## src/rtl/pair_pkg.sv

```systemverilog
package pair_pkg;
    parameter int REG_W = 5;
    parameter int OPC_W = 3;
    parameter int NUM_SRC = 2;
    localparam int PIPES = 2;
    localparam int CNT_W = $clog2(PIPES + 1);

    typedef struct packed {
        logic             vld;
        logic [OPC_W-1:0] opc;
        logic [REG_W-1:0] dst;
        logic [REG_W-1:0] src1;
        logic [REG_W-1:0] src0;
    } slot_t;

    function automatic logic writes_reg(slot_t s);
        return s.vld && (s.dst != '0);
    endfunction

    function automatic logic [REG_W-1:0] src_sel(slot_t s, int idx);
        return (idx == 0) ? s.src0 : s.src1;
    endfunction
endpackage

```

## src/rtl/pair_hazard.sv

```systemverilog
module pair_hazard
    import pair_pkg::*;
(
    input  slot_t older,
    input  slot_t younger,
    output logic  raw_hit,
    output logic  waw_hit
);
    logic [NUM_SRC-1:0] src_match;

    for (genvar g = 0; g < NUM_SRC; g++) begin : g_src
        assign src_match[g] = writes_reg(older) && younger.vld &&
                              (src_sel(younger, g) == older.dst);
    end

    assign raw_hit = |src_match;
    assign waw_hit = writes_reg(older) && younger.vld && (younger.dst == older.dst);
endmodule

```

## src/rtl/pair_decide.sv

```systemverilog
module pair_decide
    import pair_pkg::*;
(
    input  logic             stall,
    input  logic             old_ok,
    input  logic             yng_ok,
    input  logic             raw_hit,
    input  logic             waw_hit,
    output logic             issue_a,
    output logic             issue_b,
    output logic [CNT_W-1:0] take_cnt
);
    always_comb begin
        issue_a  = 1'b0;
        issue_b  = 1'b0;
        take_cnt = '0;
        if (!stall && old_ok) begin
            issue_a = 1'b1;
            issue_b = yng_ok && !raw_hit && !waw_hit;
            take_cnt = issue_b ? CNT_W'(2) : CNT_W'(1);
        end
    end
endmodule

```

## src/rtl/pipe_latch.sv

```systemverilog
module pipe_latch
    import pair_pkg::*;
(
    input  logic  clk,
    input  logic  rst,
    input  logic  issue,
    input  slot_t din,
    output slot_t q
);
    always_ff @(posedge clk) begin
        if (rst || !issue) begin
            q <= '0;
        end else begin
            q     <= din;
            q.vld <= 1'b1;
        end
    end
endmodule

```

## src/rtl/dual_pair_issue.sv

```systemverilog
module dual_pair_issue
    import pair_pkg::*;
(
    input  logic             clk,
    input  logic             rst,
    input  logic             stall,
    input  logic             old_vld,
    input  logic [OPC_W-1:0] old_opc,
    input  logic [REG_W-1:0] old_dst,
    input  logic [REG_W-1:0] old_src0,
    input  logic [REG_W-1:0] old_src1,
    input  logic             yng_vld,
    input  logic [OPC_W-1:0] yng_opc,
    input  logic [REG_W-1:0] yng_dst,
    input  logic [REG_W-1:0] yng_src0,
    input  logic [REG_W-1:0] yng_src1,
    output logic [1:0]       take_cnt,
    output logic             pa_vld,
    output logic [OPC_W-1:0] pa_opc,
    output logic [REG_W-1:0] pa_dst,
    output logic [REG_W-1:0] pa_src0,
    output logic [REG_W-1:0] pa_src1,
    output logic             pb_vld,
    output logic [OPC_W-1:0] pb_opc,
    output logic [REG_W-1:0] pb_dst,
    output logic [REG_W-1:0] pb_src0,
    output logic [REG_W-1:0] pb_src1
);
    slot_t            slots  [PIPES];
    slot_t            pipe_q [PIPES];
    logic [PIPES-1:0] issue;
    logic             raw_hit, waw_hit;
    logic [CNT_W-1:0] cnt;

    assign slots[0] = '{vld: old_vld, opc: old_opc, dst: old_dst, src1: old_src1, src0: old_src0};
    assign slots[1] = '{vld: yng_vld, opc: yng_opc, dst: yng_dst, src1: yng_src1, src0: yng_src0};

    pair_hazard u_haz (
        .older   (slots[0]),
        .younger (slots[1]),
        .raw_hit (raw_hit),
        .waw_hit (waw_hit)
    );

    pair_decide u_dec (
        .stall    (stall),
        .old_ok   (old_vld),
        .yng_ok   (yng_vld),
        .raw_hit  (raw_hit),
        .waw_hit  (waw_hit),
        .issue_a  (issue[0]),
        .issue_b  (issue[1]),
        .take_cnt (cnt)
    );

    for (genvar p = 0; p < PIPES; p++) begin : g_pipe
        pipe_latch u_lat (
            .clk   (clk),
            .rst   (rst),
            .issue (issue[p]),
            .din   (slots[p]),
            .q     (pipe_q[p])
        );
    end

    assign take_cnt = 2'(cnt);
    assign pa_vld   = pipe_q[0].vld;
    assign pa_opc   = pipe_q[0].opc;
    assign pa_dst   = pipe_q[0].dst;
    assign pa_src0  = pipe_q[0].src0;
    assign pa_src1  = pipe_q[0].src1;
    assign pb_vld   = pipe_q[1].vld;
    assign pb_opc   = pipe_q[1].opc;
    assign pb_dst   = pipe_q[1].dst;
    assign pb_src0  = pipe_q[1].src0;
    assign pb_src1  = pipe_q[1].src1;

    // pipe B never runs without pipe A
    a_r9_b_needs_a: assert property (@(posedge clk) disable iff (rst) pb_vld |-> pa_vld);
    // a stall empties both pipes on the following clock
    a_r6_stall_idle: assert property (@(posedge clk) disable iff (rst)
        stall |=> (!pa_vld && !pb_vld));
    // a read-after-write pair consumes one entry only
    a_r3_dep_single: assert property (@(posedge clk) disable iff (rst)
        (raw_hit && old_vld && !stall) |-> (take_cnt == 2'd1));
    // nothing moves while the older slot is empty
    a_r8_no_older: assert property (@(posedge clk) disable iff (rst)
        !old_vld |-> (take_cnt == 2'd0));
    // pipe B is filled exactly when two entries were consumed
    a_r2_pair_fill: assert property (@(posedge clk) disable iff (rst)
        1'b1 |=> (pb_vld == ($past(take_cnt) == 2'd2)));
    // count never exceeds the number of pipes
    a_r9_cnt_range: assert property (@(posedge clk) disable iff (rst) take_cnt != 2'd3);
endmodule

```

## config.mk

```make
export PLATFORM = sky130hd
export DESIGN_NAME = dual_pair_issue
export DESIGN_NICKNAME = d
export VERILOG_FILES = /design/src/rtl/pair_pkg.sv /design/src/rtl/pair_hazard.sv /design/src/rtl/pair_decide.sv /design/src/rtl/pipe_latch.sv /design/src/rtl/dual_pair_issue.sv
export SDC_FILE = /design/constraint.sdc
export NUM_CORES = 1
export LEC_CHECK = 0
export BUFFER_PORTS_ARGS = -buffer_cell sky130_fd_sc_hd__buf_2
export CAP_MARGIN = 20
export CORE_ASPECT_RATIO = 0.5
export CORE_UTILIZATION = 44
export CTS_BUF_LIST = sky130_fd_sc_hd__clkbuf_8
export DETAILED_ROUTE_END_ITERATION = 12
export GPL_TIMING_DRIVEN = 0
export PLACE_DENSITY = 0.81
export SKIP_LAST_GASP = 1
export SYNTH_ARGS = -nofsm -noshare
export SYNTH_HDL_FRONTEND = slang
export SYNTH_SLANG_ARGS = --single-unit
```

## constraint.sdc

```tcl
create_clock -name clk -period 1.8 [get_ports clk]
set_clock_uncertainty 0.1 [all_clocks]
set_input_delay 0 -clock clk [delete_from_list [all_inputs] [get_ports clk]]
set_output_delay 0 -clock clk [all_outputs]
set_load 0.02 [all_outputs]
```

# Word-level counts from Yosys, hierarchy flattened
# Cells that the tools add are included.
# op_classes
add_sub_neg,0
mul,0
n_div,0
magnitude_cmp,0
n_eq_ne,3
n_shift,0
muxes,6
n_bitwise,0
n_reduce_logical,17
# ops
operator,count
19-bit 2-to-1 mux,2
5-bit equality test,3
1-bit logical AND,8
1-bit logical NOT,5
5-bit nonzero test,1
2-bit 2-to-1 mux,2
1-bit logical OR,2
1-bit 2-to-1 mux,2
2-bit OR reduction,1
# word_totals
reg_bits,38
latch_bits,0
ramBits,0
rom_bits,0
in_bits,41
elab_cells,36
memories,0

# Longest topological paths before layout
# Gate-level depths: netlist (run 1).
# logic_depth
ltp_word,12
ltp_mapped,6

# Cells and area by module
# Synthesis (run 1) repeated with hierarchy kept, for this count alone.
# unflattened
hier_cells,109
area_unflattened_um2,1352.5
# by_module_without_submodules
module,instances,cells_per_inst,area_per_inst_um2,seq_area_each_um2
pipe_latch,2,40,563.0,380.4
pair_hazard,1,24,187.7,0.0
pair_decide,1,5,38.8,0.0

# Worst setup path before layout (run 1)
# OpenSTA, ideal clock, no wires.
# synth_timing
path_kind,input -> output
from,input port old_dst[1]
to,output port take_cnt[1]
arrival_ns,1.256
required_time_ns,1.700
path_slack_ns,0.444
path_stages,5
path_buffers,1
cell_sequence,or4_1 -> o21ai_2 -> a31oi_2 -> buf_6 -> nor3b_2
# synth_via
elab_chain_cells,10
elab_cells_between_ends,16
# synth_rtl
item,line_no,rtl
start: declaration,dual_pair_issue.sv:9,"input logic [REG_W-1:0] old_dst,"
5-bit nonzero test,pair_pkg.sv:17,return s.vld && (s.dst != '0);
1-bit logical AND,pair_pkg.sv:17,
1-bit logical AND,"pair_hazard.sv:12, pair_hazard.sv:17",
1-bit logical AND,pair_hazard.sv:12,assign src_match[g] = writes_reg(older) && younger.vld &&
2-bit OR reduction,pair_hazard.sv:16,assign raw_hit = |src_match;
1-bit logical NOT,pair_decide.sv:19,issue_b = yng_ok && !raw_hit && !waw_hit;
1-bit logical AND,pair_decide.sv:19,
1-bit logical AND *,pair_decide.sv:19,
2-bit 2-to-1 mux *,pair_decide.sv:20,take_cnt = issue_b ? CNT_W'(2) : CNT_W'(1);
2-bit 2-to-1 mux *,pair_decide.sv:17,if (!stall && old_ok) begin
end: declaration,dual_pair_issue.sv:17,"output logic [1:0] take_cnt,"
# Mark *: on every way between the ends. The rest lies on a longest branch, timed or not.

# Worst setup path after layout (run 1)
# layout_timing
from,input port yng_src1[3]
to,output port take_cnt[1]
# layout_via
elab_chain_cells,8
# layout_rtl
item,line_no,rtl
start: declaration,dual_pair_issue.sv:16,"input logic [REG_W-1:0] yng_src1,"
5-bit equality test,pair_hazard.sv:13,"(src_sel(younger, g) == older.dst);"
1-bit logical AND,pair_hazard.sv:12,
2-bit OR reduction,pair_hazard.sv:16,
1-bit logical NOT,pair_decide.sv:19,
1-bit logical AND (2 in a row),pair_decide.sv:19,
2-bit 2-to-1 mux,pair_decide.sv:20,
2-bit 2-to-1 mux,pair_decide.sv:17,
# Every way passes these cells.

==> results of run 1 <==
==> through the flow <==
step                      worst slack, ns  total power [mW]  std cells   util
after floorplan                     0.444             0.992        110      -
after global placement              0.259              1.08        227  0.659
after global routing              -0.0415              1.83        272  0.831
after CTS                          0.0649              1.74        272  0.827
after detailed placement            0.184              1.08        227  0.659
final                             0.00248              1.75        272  0.831
==> routing by layer <==
| layer | up-vias | routed length, um | track usage |
|---|---|---|---|
| met4 | 0 | 132 | 0.139 |
| li1 | 611 | - | - |
| met1 | 587 | 1480 | 0.256 |
| met2 | 57 | 2060 | 0.460 |
| met5 | - | 0 | 0 |
| met3 | 15 | 231 | 0.0791 |
==> layout make-up <==
type,count,area share
tap,37,0.0200
clock buffer,6,0.0357
multi-input combinational,67,0.259
sequential,38,0.329
timing repair buffer,117,0.334
buffer,5,0.0168
clock inverter,2,0.00541
==> power by group through the flow <==
| stage | combinational (mW) | sequential (mW) | clock (mW) |
|---|---|---|---|
| after floorplan | 0.0830 | 0.909 | 0 |
| after global placement | 0.193 | 0.882 | 0 |
| after detailed placement | 0.196 | 0.883 | 0 |
| after CTS | 0.258 | 0.863 | 0.621 |
| after global routing | 0.292 | 0.865 | 0.671 |
| final | 0.272 | 0.864 | 0.611 |
==> logic make-up (layout without fill, tap and decap cells) <==
family	count (synthesis)	count (layout)	synth area share
flops	38	38	0.548
simple gates	48	48	0.304
buf+inv	5	130	0.0279
xor+xnor	15	15	0.0947
compound gates	4	4	0.0252
==> critical path: stages <==
cell,delay [ns]
dlygate4sd3_1,0.54
buf_2,0.14
xnor2_1,0.19
nand3_2,0.16
a31oi_4,0.24
buf_6,0.20
nor3b_2,0.06
buf_2,0.16
==> final timing paths <==
path,startpoint,end,cells after the start
max,yng_src1[3],take_cnt[1],8
min,yng_vld,g_pipe[1].u_lat.q[10],3
==> cells in the mapped netlist <==
library cell  count
buf_6             2
nor2_1            2
buf_2             1
nand2b_1          1
nand2_1           1
nand3_2           3
and2_2            1
o21ai_2           1
buf_4             1
a31o_1            1
nor3_1            3
a21oi_1           1
xnor2_1           6
or4_1             1
a31oi_2           1
dfxtp_1          38
xor2_1            9
nor3b_2          19
and2_1           17
clkbuf_1          1
==> repair_timing <==
action / CTS / global route
gates resized for setup: 0 / 2
endpoints found under the hold margin: 37 / 0
setup endpoints to repair: 0 / 9
hold buffers: 37 / 0
==> results.json, run 1 <==
{
  "clockBufferDepth": 2,
  "synth.net_count": 151,
  "grt_pass1_wl_um": 6110,
  "slew_headroom": 0.787,
  "post_dp_cell_area_sq_um": 1830,
  "max_freq_mhz": 556,
  "syn_to_final_growth_pct": 66.5,
  "largest_reg_flops": 38,
  "p_leak_nw": 1.09,
  "crit_fanout": 10,
  "postRouteAntennaNets": 0,
  "synth_top_cell_by_area": "dfxtp_1",
  "worstSetupStartpointType": "input pin",
  "clk_pin_slew_ns": 0.08,
  "ys_seq_elements": 38,
  "yosysTopAreaCellShare": 0.548,
  "rows": 13,
  "vias": 1270,
  "synth_area_leaders": "dfxtp_1, nor3b_2, and2_1, xor2_1, xnor2_1",
  "grt-ovfl-total": 0,
  "crit_arrival_ns": 1.70,
  "critPathKind": "input pin to output port",
  "grt_max_degree": 13,
  "p_sw_mw": 0.434,
  "final_hold_viol_count": 0,
  "grt_use_total": 0.253,
  "final_common_cell": "buf_2",
  "status": "finished, final reports clean",
  "io-pin-count": 81,
  "setup_violations": 0,
  "drv_slew": 0,
  "powerDensity_nw_per_um2": 755,
  "drc": 0,
  "die_h_um": 41.7,
  "synth_cell_types": 20,
  "start_util": 0.499,
  "p_sw_frac": 0.249,
  "final_cell_mix": "buf_2, dfxtp_1, dlygate4sd3_1",
  "syn_area_sq_um": 1390,
  "drt_iter0_drc": 38,
  "die_area_sq_um": 3400,
  "h-tree-depth": 2,
  "cp.required_ns": 1.70,
  "antenna_cells": 0,
  "nFillCells": 157,
  "core-area_sq_um": 2780,
  "dp_hpwl_um": 2120,
  "seqPwrFrac": 0.495,
  "synth_area_per_cell_sq_um": 12.6,
  "die_w_um": 81.4,
  "place.gp.congestion": 0.744,
  "hp-class": "input pin to register",
  "reg_top3": "g_pipe.u_lat.q: 38 flops",
  "endpoint_kind": "output port",
  "dr.pass1.iters": 4,
  "fin_hold_ws_ns": 0.0798,
  "final-seq-area_sq_um": 761,
  "viasPerCell": 4.67,
  "worst_pin_slew_ns": 0.317,
  "antenna_found_initial": 0,
  "post-route-period-util": 0.999,
  "cts_sinks": 38,
  "synthCells": 110,
  "nNetsFinal": 275,
  "synth_warnings": 0,
  "ir_worst_vdd_mv": 0.582,
  "maxCapViolCount": 0,
  "p_int_mw": 1.31,
  "grt_pass1_vias": 1290,
  "cts_inserted_buffers": 5,
  "multi_input_area_sq_um": 599,
  "seq_area_frac_synth": 0.548,
  "largest-register": "g_pipe.u_lat.q",
  "rsz0062_at_grt": "yes",
  "root_buffer": "clkbuf_8",
  "fin_crit_ns": 1.80,
  "wl_um": 3900,
  "pwr-share-clk": 0.350,
  "setup_tns_ns": 0,
  "drive_above_1_share": 0.502,
  "stdcell_area_sq_um": 2310,
  "post_cts_buffers": 0,
  "cts_tree": "done",
  "avgRoutedWirePerCell_um": 14.3,
  "p_comb_frac": 0.156,
  "port_buffers": 80
}
Power figures use the tool's default switching activity.
==> inputs of run 2 (changes only) <==
Settings changed: SETUP_SLACK_MARGIN set to 0.5.
==> run 2 against run 1 <==
Final cell count increased by 1.8%. Setup slack improved by 0.35 ns. Utilization increased by 4.3 points. First-iteration DRC count decreased by 39%. Largest power group unchanged.
==> results.json, run 2 (synthesis results as in run 1) <==
{
  "status": "finished, final reports clean",
  "rows": 13,
  "antenna_cells": 0,
  "core-area_sq_um": 2780,
  "ir_worst_vdd_mv": 0.532,
  "vias": 1293,
  "critical_path.most_common_cell": "buf_6",
  "drv_slew": 0,
  "h-tree-depth": 2,
  "stdcell_area_sq_um": 2430,
  "cp-startpoint": "old_dst[3]",
  "drive_above_1_share": 0.521,
  "final_cell_mix": "buf_2, dfxtp_1, dlygate4sd3_1",
  "setup_violations": 0,
  "holdPathEnd": "g_pipe[1].u_lat.q[3]",
  "cts_inserted_buffers": 5,
  "maxCapViolCount": 0,
  "die_h_um": 41.7,
  "reg_top3": "g_pipe.u_lat.q: 38 flops",
  "grt_use_total": 0.250,
  "setup_tns_ns": 0,
  "worstSetupStartpointType": "input pin",
  "stdcell_count": 277,
  "cts_sinks": 38,
  "multi_input_area_sq_um": 636,
  "grt-ovfl-total": 0,
  "slowest_delay_ns": 0.50,
  "grt_pass1_vias": 1303,
  "post_dp_cell_area_sq_um": 1840,
  "fin_crit_ns": 1.45,
  "final_hold_viol_count": 0,
  "pre_cts_slack_ns": 0.171,
  "endpoint_kind": "output port",
  "setup_slack_ns": 0.350,
  "cp.required_ns": 1.70,
  "grt_max_degree": 12,
  "critPathKind": "input pin to output port",
  "worst_pin_slew_ns": 0.319,
  "io-pin-count": 81,
  "dp_hpwl_um": 2170,
  "start_util": 0.499,
  "largest-register": "g_pipe.u_lat.q",
  "clockBufferDepth": 2,
  "die_w_um": 81.4,
  "drc": 0,
  "crit_arrival_ns": 1.35,
  "final-seq-area_sq_um": 761,
  "nNetsFinal": 280,
  "die_area_sq_um": 3400,
  "port_buffers": 80,
  "slew_headroom": 0.787,
  "powerDensity_nw_per_um2": 763,
  "wl_um": 4180,
  "cp_num_buf_inv": 3,
  "crit_fanout": 5,
  "final_common_cell": "buf_2",
  "fin_util": 0.874,
  "hp-class": "input pin to register",
  "p_leak_nw": 1.14,
  "crit_chain": "buf_4 > or4_4 > o21ai_4 > a31oi_2 > buf_6 > nor3b_4 > buf_6",
  "avgRoutedWirePerCell_um": 15.1,
  "viasPerCell": 4.67,
  "power.total_mw": 1.86,
  "dp_cells": 227,
  "grt_pass1_wl_um": 6110,
  "largest_reg_flops": 38,
  "rsz0062_at_grt": "yes",
  "nFillCells": 129,
  "worstHoldStart": "yng_vld",
  "fin_hold_ws_ns": 0.108,
  "dr.pass1.iters": 4,
  "post-route-period-util": 0.805,
  "antenna_found_initial": 0,
  "slowest_stage": "or4_4",
  "postRouteAntennaNets": 0,
  "cts_tree": "done",
  "place.gp.congestion": 0.736,
  "hold_depth": 3,
  "root_buffer": "clkbuf_8",
  "syn_to_final_growth_pct": 75.1,
  "max_freq_mhz": 690,
  "clk_pin_slew_ns": 0.07,
  "drt_iter0_drc": 23,
  "critPathTopFamily": "simple AND/OR/NAND/NOR gates"
}
==> run 2: power by group <==
group | switching (mW) | internal, mW | leakage, nW | total, mW
combinational | 0.138 | 0.163 | 0.775 | 0.301
sequential | 0.00476 | 0.860 | 0.309 | 0.864
clock | 0.287 | 0.403 | 0.0607 | 0.690
==> run 2: routing by layer <==
metal | share of wire | global-route usage | up-vias
li1 | - | - | 619
met1 | 0.41 | 0.284 | 610
met2 | 0.51 | 0.417 | 56
met3 | 0.058 | 0.0813 | 8
met4 | 0.020 | 0.136 | 0
met5 | 0 | 0 | -
==> run 2: how the worst max path moves through the flow <==
stage          slack [ns]                    end  cells after the start
3_5_place_dp         0.17   g_pipe[1].u_lat.q[7]                      7
5_1_grt              0.31            take_cnt[1]                      7
2_1_floorplan        0.50   g_pipe[1].u_lat.q[0]                      6
6_report             0.35            take_cnt[1]                      7
3_3_place_gp         0.21  g_pipe[1].u_lat.q[14]                      7
4_1_cts              0.40            take_cnt[1]                      7
==> run 2: repair_timing <==
| item | CTS | global route |
|---|---|---|
| setup endpoints to repair | 12 | 22 |
| pin swaps | 4 | 3 |
| buffers inserted | 5 | 0 |
| hold endpoints to repair | 37 | 0 |
| hold buffers | 37 | 0 |
| gates cloned | 0 | 0 |
| resized for setup | 12 | 9 |
==> run 2: area by class of cell <==
class / count / area share
clock inverter: 3 / 0.0154
tap: 37 / 0.0191
multi-input combinational: 67 / 0.262
clock buffer: 5 / 0.0283
buffer: 5 / 0.0170
sequential: 38 / 0.313
timing repair buffer: 122 / 0.346
==> inputs of run 3 (changes only) <==
Clock period 1.8 ns to 1.48 ns, I/O delays scaled along.
==> run 3 against run 2 <==
The run now ends with setup timing left. Sequential share of layout area fell by 2.4 points. Combinational power rose by 50%. First-iteration DRC count rose to 4.0 times the previous value. Non-clock buffer count rose by 6. Global-route usage rose by 6.4 points. Total power rose by 30%. Sequential power rose by 22%. Via count rose by 18%. Worst hold slack got worse by 0.070 ns. Setup slack got worse by 0.37 ns. Critical endpoint unchanged. Largest cell class unchanged.
==> results.json, run 3 (synthesis results as in run 1) <==
{
  "status": "finished, violations left",
  "violations": "setup timing",
  "vias": 1521,
  "largest-register": "g_pipe.u_lat.q",
  "worst_pin_slew_ns": 0.333,
  "dp_cells": 227,
  "hp-class": "input pin to register",
  "drv_slew": 0,
  "dr.pass1.iters": 4,
  "fin_crit_ns": 1.50,
  "dp_hpwl_um": 2150,
  "crit_fanout": 5,
  "critical_path.most_common_cell": "buf_6",
  "postRouteAntennaNets": 0,
  "grt-ovfl-total": 0,
  "cts_tree": "done",
  "slew_headroom": 0.778,
  "clockBufferDepth": 2,
  "crit_chain": "buf_8 > or4_4 > o21ai_4 > a31oi_4 > buf_6 > nor3b_4 > buf_6",
  "final_hold_viol_count": 0,
  "worstSetupStartpointType": "input pin",
  "grt_use_total": 0.314,
  "cts_sinks": 38,
  "critPathTopFamily": "simple AND/OR/NAND/NOR gates",
  "post-route-period-util": 1.01,
  "crit_arrival_ns": 1.40,
  "wl_um": 6480,
  "grt_pass1_vias": 1443,
  "ir_worst_vdd_mv": 0.830,
  "die_w_um": 81.4,
  "max_freq_mhz": 666,
  "largest_reg_flops": 38,
  "drc": 0,
  "worstHoldStart": "rst",
  "nNetsFinal": 286,
  "cp.required_ns": 1.38,
  "slowest_delay_ns": 0.55,
  "final_cell_mix": "buf_2, dfxtp_1, dlygate4sd3_1",
  "root_buffer": "clkbuf_8",
  "cp_num_buf_inv": 3,
  "core-area_sq_um": 2780,
  "drt_iter0_drc": 92,
  "p_leak_nw": 1.21,
  "critPathKind": "input pin to output port",
  "h-tree-depth": 2,
  "die_h_um": 41.7,
  "syn_to_final_growth_pct": 89.4,
  "grt_max_degree": 12,
  "holdPathEnd": "g_pipe[0].u_lat.q[18]",
  "rsz0062_at_grt": "yes",
  "maxCapViolCount": 0,
  "port_buffers": 80,
  "grt_pass1_wl_um": 7500,
  "avgRoutedWirePerCell_um": 22.9,
  "die_area_sq_um": 3400,
  "setup_slack_ns": -0.0221,
  "io-pin-count": 81,
  "reg_top3": "g_pipe.u_lat.q: 38 flops",
  "hold_depth": 3,
  "powerDensity_nw_per_um2": 915,
  "drive_above_1_share": 0.561,
  "fin_hold_ws_ns": 0.0380,
  "start_util": 0.499,
  "place.gp.congestion": 0.729,
  "stdcell_count": 283,
  "setup_violations": 2,
  "cts_inserted_buffers": 5,
  "slowest_stage": "or4_4",
  "rows": 13,
  "clk_pin_slew_ns": 0.08,
  "antenna_cells": 0,
  "endpoint_kind": "output port",
  "final_common_cell": "buf_2",
  "antenna_found_initial": 0,
  "viasPerCell": 5.37
}
-- run 3: worst max-delay path by stage --
stage,to,start,cells past startpoint
6_report,take_cnt[1],old_dst[3],7
5_1_grt,take_cnt[1],old_dst[3],7
4_1_cts,take_cnt[1],old_dst[4],7
3_5_place_dp,take_cnt[1],old_dst[1],7
3_3_place_gp,take_cnt[1],old_dst[1],7
2_1_floorplan,take_cnt[1],old_dst[1],5
-- run 3: final cells by class --
| type | count | area, sq um |
|---|---|---|
| flip-flops and latches | 38 | 761 |
| well taps | 37 | 46.3 |
| multi-input cells | 67 | 712 |
| fillers | 73 | 153 |
| clock buffers | 5 | 68.8 |
| plain buffers | 5 | 45.0 |
| repair buffers | 128 | 958 |
| clock inverters | 3 | 37.5 |
-- run 3: repair_timing --
action	in CTS	in global routing
buffers inserted	6	4
gates resized for setup	24	17
pin swaps	7	12
gates cloned	2	0
hold endpoints to repair	37	0
endpoints found under the setup margin	21	21
hold buffers	36	0
-- run 3: power by group --
group          internal, mW  switching (mW)  total (mW)
clock network         0.491           0.409       0.900
logic                 0.239           0.213       0.452
registers              1.04         0.00827        1.05
-- run 3: metal layers --
| layer | part of all wire | track usage |
|---|---|---|
| met1 | 0.38 | 0.338 |
| met2 | 0.49 | 0.583 |
| met3 | 0.076 | 0.0813 |
| met4 | 0.054 | 0.121 |
| met5 | 0 | 0 |
-- run 3: metrics by stage --
step	power [mW]	setup slack [ns]	setup TNS (ns)	area, sq um	utilization
detailed placement	1.32	-0.0810	-0.380	1860	0.668
finish	2.40	-0.0221	-0.0280	2630	0.945
global placement	1.32	-0.0472	-0.0624	1860	0.668
CTS	2.29	0.0219	0	2540	0.912
global route	2.46	-0.0443	-0.0726	2630	0.945
floorplan	1.21	0.217	0	1410	-
